--- src/rtl/freq_gate_meter.sv ---
module freq_gate_meter #(
  parameter int          SAMPLE_W    = 8,
  parameter int          CNT_W       = 32,
  parameter int          DIGITS      = 8,
  parameter int unsigned GATE_CYCLES = 100_000_000,
  parameter int unsigned SAT_LIMIT   = 99_999_999
) (
  input  logic                  clk,
  input  logic                  rst_n,
  input  logic [SAMPLE_W-1:0]   sample,
  output logic [CNT_W-1:0]      freq_hz,
  output logic [4*DIGITS-1:0]   bcd,
  output logic                  bcd_valid
);
  // GATE_CYCLES must exceed CNT_W + 2 so a conversion ends before the next capture.
  localparam int BCD_W  = 4 * DIGITS;
  localparam int GATE_W = $clog2(GATE_CYCLES);
  localparam int SH_W   = $clog2(CNT_W);
  localparam logic [SAMPLE_W-1:0] MIDSCALE = {1'b1, {(SAMPLE_W-1){1'b0}}};
  localparam logic [CNT_W-1:0]    CEILING  = CNT_W'(SAT_LIMIT);
  localparam logic [GATE_W-1:0]   GATE_END = GATE_W'(GATE_CYCLES - 1);

  logic              sq_q, sq_prev;
  logic [GATE_W-1:0] gate_cnt;
  logic [CNT_W-1:0]  edges, edges_inc, shreg;
  logic [BCD_W-1:0]  acc, adj;
  logic [SH_W-1:0]   shifts;
  logic              busy;

  wire rise     = sq_q & ~sq_prev;
  wire gate_end = (gate_cnt == GATE_END);

  assign edges_inc = (rise && edges < CEILING) ? edges + 1'b1 : edges;

  always_comb begin
    for (int k = 0; k < DIGITS; k++)
      adj[4*k +: 4] = (acc[4*k +: 4] >= 4'd5) ? acc[4*k +: 4] + 4'd3 : acc[4*k +: 4];
  end

  always_ff @(posedge clk or negedge rst_n) begin
    if (!rst_n) begin
      sq_q     <= 1'b0;
      sq_prev  <= 1'b0;
      gate_cnt <= '0;
      edges    <= '0;
    end else begin
      sq_q     <= (sample >= MIDSCALE);
      sq_prev  <= sq_q;
      gate_cnt <= gate_end ? '0 : gate_cnt + 1'b1;
      edges    <= gate_end ? '0 : edges_inc;
    end
  end

  always_ff @(posedge clk or negedge rst_n) begin
    if (!rst_n) begin
      freq_hz   <= '0;
      shreg     <= '0;
      acc       <= '0;
      shifts    <= '0;
      busy      <= 1'b0;
      bcd       <= '0;
      bcd_valid <= 1'b0;
    end else begin
      bcd_valid <= 1'b0;
      if (gate_end && edges_inc != '0) begin
        freq_hz <= edges_inc;
        shreg   <= edges_inc;
        acc     <= '0;
        shifts  <= '0;
        busy    <= 1'b1;
      end else if (busy) begin
        acc    <= {adj[BCD_W-2:0], shreg[CNT_W-1]};
        shreg  <= shreg << 1;
        shifts <= shifts + 1'b1;
        if (shifts == SH_W'(CNT_W - 1)) begin
          busy      <= 1'b0;
          bcd       <= {adj[BCD_W-2:0], shreg[CNT_W-1]};
          bcd_valid <= 1'b1;
        end
      end
    end
  end
endmodule

--- config.mk ---
export PLATFORM = sky130hd
export DESIGN_NAME = freq_gate_meter
export DESIGN_NICKNAME = d
export VERILOG_FILES = /design/src/rtl/freq_gate_meter.sv
export SDC_FILE = /design/constraint.sdc
export NUM_CORES = 1
export LEC_CHECK = 0
export BUFFER_PORTS_ARGS = -buffer_cell sky130_fd_sc_hd__buf_2
export CORE_MARGIN = 3
export CORE_UTILIZATION = 50
export CTS_CLUSTER_DIAMETER = 150
export CTS_CLUSTER_SIZE = 28
export DETAILED_ROUTE_END_ITERATION = 6
export PLACE_DENSITY = 0.71
export SLEW_MARGIN = 20
export SYNTH_ARGS = -nofsm -noshare
export SYNTH_HDL_FRONTEND = slang
export SYNTH_SLANG_ARGS = --single-unit
export TNS_END_PERCENT = 100
--- constraint.sdc ---
create_clock -name clk -period 4.8 [get_ports clk]
set_input_delay 1.44 -clock clk [delete_from_list [all_inputs] [get_ports clk]]
set_output_delay 1.44 -clock clk [all_outputs]
set_load 0.05 [all_outputs]
==> results by group <==
Setup path
  – CP required: slightly above 5 ns
  – CP delay by family, top: simple AND/OR/NAND/NOR gates
  – Critical path cell sequence: nand4_1, or4_4, nor4_1, xnor2_1, o211ai_1, nor4_1, a31oi_4, nor2_8, buf_12, mux2_2
  – Most used cell, CP: nor4_1
  – Reg-to-reg endpoint: bcd[1]
  – Worst Path Arrival: ~4.1 ns
  – WS Path Type: reg2reg
  – Crit end category: register
  – WP buf/inv: 1
  – Worst Setup SP: edges[0]
  – Critical path fanouts, max: 33
  – Worst reg2reg setup slack: roughly 0.99 ns
  – Worst reg2reg path depth: 10
  – Startpoint Class: register
  – CP peak stage delay: ~0.56 ns
  – R2R Path Start: edges[0]
  – Crit-path slowest cell: or4_4

Global route
  – Initial antenna violation count: 0
  – Vias in the first global route: between 6000 and 7000
  – First-pass GRT wire length: between 30 and 40 mm
  – Total track usage: between 10% and 20%
  – Congestion Overflow GR: 0
  – Largest net degree at the start of global routing: around 110

Synthesis
  – Post-Synthesis Cells: slightly above 900
  – Synth Cell Area: about 9600 sq um
  – Number of synthesized flops with an enable pin: 0
  – Register area share after synthesis: about half
  – Post-Syn Nets: 959
  – Main synth FF type: dfrtp_1
  – Netlist cell types: 55
  – Synth Register Bits: between 150 and 200
  – Synth warnings: 0
  – Share of synthesized registers carrying an async set or reset: 100%
  – Mean Syn Cell Area: a little over 10 sq um

Die
  – Die area: 20900 sq um
  – Core Box Area: roughly 18000 sq um
  – Ports: 75
  – Die width: 144 um
  – Num rows: about 50
  – Starting density of the core: 52.1%
  – Die Span Y: between 100 and 150 um

Routing
  – Initial DRC Count: approximately 460
  – Via-to-Cell Ratio: 5.46
  – Routed WL per cell: approximately 15 um
  – DR pass1 iterations: 5
  – Vias: between 6000 and 7000
  – Final wirelength: 18.7 mm
  – DRC Markers: 0
  – Final ANT Viol Nets: 0

Run status
  – Outcome: complete, no violations

Hold path
  – Hold Path Sink: sq_prev
  – Worst Hold Depth: 0
  – Worst min-delay path startpoint: sq_q
  – Worst Hold Class: reg2reg

Clock tree
  – Clk buf depth: 2
  – Hold buffer count at cts: 0
  – TritonCTS Buffers: 17
  – CTS root buf: clkbuf_16
  – TritonCTS clock tree: built
  – H-tree Lvls: 4
  – Clk sinks: 196
  – Post-CTS setup buffers: 0
  – Worst skew pair latency: about 0.44 ns
  – Post-CTS sizing: 0
  – Clk slew on worst S/H paths: approximately 0.070 ns

Cells and area
  – Nets: between 1000 and 1500
  – Share of cells above drive strength 1: between 15 and 20%
  – Register Area: roughly 5000 sq um
  – Multi-input gate area in the final layout: approximately 4300 sq um
  – Antenna fix cells: 0
  – Layout area overhead: 12.6%
  – Layout Utilization: 58.6%
  – Fill count: ~1500

Timing
  – Final Hold Vio Count: 0
  – RSZ-0062 raised after global routing: false
  – Hold Slack: approximately 0.38 ns
  – Setup TNS Final: 0 ns
  – Period utilization: about four fifths
  – PnR worst setup slack: 0.988 ns
  – Fmax: 0.262 GHz
  – Crit path time final: 3.81 ns
  – Setup violators final: 0
  – Pins Over Slew Limit: 0
  – Final setup skew: between 0.009 and 0.01 ns
  – Slew HR: roughly 45%
  – Actual slew at the worst max-slew pin: ~0.83 ns

Placed design
  – Placer Congestion: slightly above 0.8
  – I/O Buffers: 67
  – Dpl hpwl: 12.4 mm
  – Dpl ws: between 0.9 and 1 ns

Pwr
  – Max rail drop VDD: 0.000261 V
  – Leakage power total: about 0.005 uW
  – Pwr dens: around 320 nW/um^2

Flow run
  – Max Cap Viol: 0
-- layer usage --
metal	routed length [um]	GRT usage (%)
met4	269	5.69
met5	0	0
met3	530	3.64
met2	8850	30.0
met1	9080	26.6
-- worst max-delay path by stage --
stage	to	depth (start not counted)
3_3_place_gp	bcd[1]	11
5_1_grt	shreg[11]	11
2_1_floorplan	bcd[10]	11
3_5_place_dp	bcd[1]	11
6_report	bcd[1]	10
4_1_cts	bcd[1]	11
-- cell families (layout without fill, tap and decap cells) --
kind of cell / Yosys count / after routing / share of synthesized area, %
simple gates: 348 / 348 / 18.1
xor+xnor: 50 / 50 / 4.57
compound gates: 151 / 151 / 10.0
fa+ha+maj: 20 / 20 / 2.61
mux: 81 / 81 / 9.76
buf+inv: 83 / 150 / 3.72
flops: 196 / 196 / 51.2
-- cell usage in the layout, fill, tap and decap left out, types with 6 or more instances in the layout --
cell       count
dfrtp_1      195
nor2_1       117
nand2_1       71
buf_2         66
mux2i_1       51
a21oi_1       47
inv_1         43
o21ai_0       38
nand3_1       37
xnor2_1       30
o22ai_1       24
mux2_4        23
nor2b_1       21
xor2_1        20
ha_1          20
a211oi_1      18
clkbuf_16     17
nor4_1        14
nand4_1       14
nor3_1        13
nand2b_1      12
and2_1        10
and3_1         8
buf_4          6
-- state kept, by name (all words and copies together), names as in the netlist --
register   flops
acc           32
bcd           32
bcd_valid      1
busy           1
edges         32
freq_hz       32
gate_cnt      27
shifts         5
shreg         32
sq_prev        1
sq_q           1
-- stage by stage --
step | cells | area [sq um] | total power [uW]
floorplan | 929 | 9580 | 1850
detailed placement | 1194 | 10100 | 1920
global placement | 1194 | 10100 | 1910
global route | 1225 | 10800 | 3610
finish | 1225 | 10800 | 3480
CTS | 1225 | 10800 | 3530
-- report_power, final --
| part | switching [uW] | internal [uW] | leakage, uW | total [uW] |
|---|---|---|---|---|
| Combinational | 116 | 57.1 | 0.00203 | 173 |
| Clock | 649 | 947 | 0.000312 | 1600 |
| Sequential | 41.1 | 1670 | 0.00271 | 1720 |
| Total | 806 | 2680 | 0.00505 | 3480 |
-- final cells by class --
class                   count  area share, %
inverters                  43           1.50
repair buffers             76           4.17
flip-flops and latches    196           45.5
well taps                 229           2.66
clock buffers              18           4.07
clock inverters            13           2.03
multi-input cells         650           40.1
-- cells in the mapped netlist, types with 5 or more instances --
cell	n	area, sq um
a211oi_1	18	135
a21oi_1	47	235
and2_1	10	62.6
and3_1	8	50.1
buf_2	12	60.1
clkbuf_1	23	86.3
dfrtp_1	196	4900
ha_1	20	250
inv_1	43	161
mux2_4	23	345
mux2i_1	51	510
nand2_1	71	267
nand2b_1	12	75.1
nand3_1	37	185
nand4_1	14	87.6
nor2_1	117	439
nor2b_1	22	138
nor3_1	13	65.1
nor4_1	14	87.6
o21ai_0	38	190
o22ai_1	24	150
o31ai_1	5	37.5
or2_2	5	31.3
xnor2_1	30	263
xor2_1	20	175
-- worst register-to-register path: stages (launching register included) --
cell and delay [ns]:
dfrtp_1 0.47, nand4_1 0.35, or4_4 0.57, nor4_1 0.38, xnor2_1 0.31, o211ai_1 0.16
nor4_1 0.46, a31oi_4 0.22, nor2_8 0.16, buf_12 0.24, mux2_2 0.40
Power figures use the tool's default switching activity.
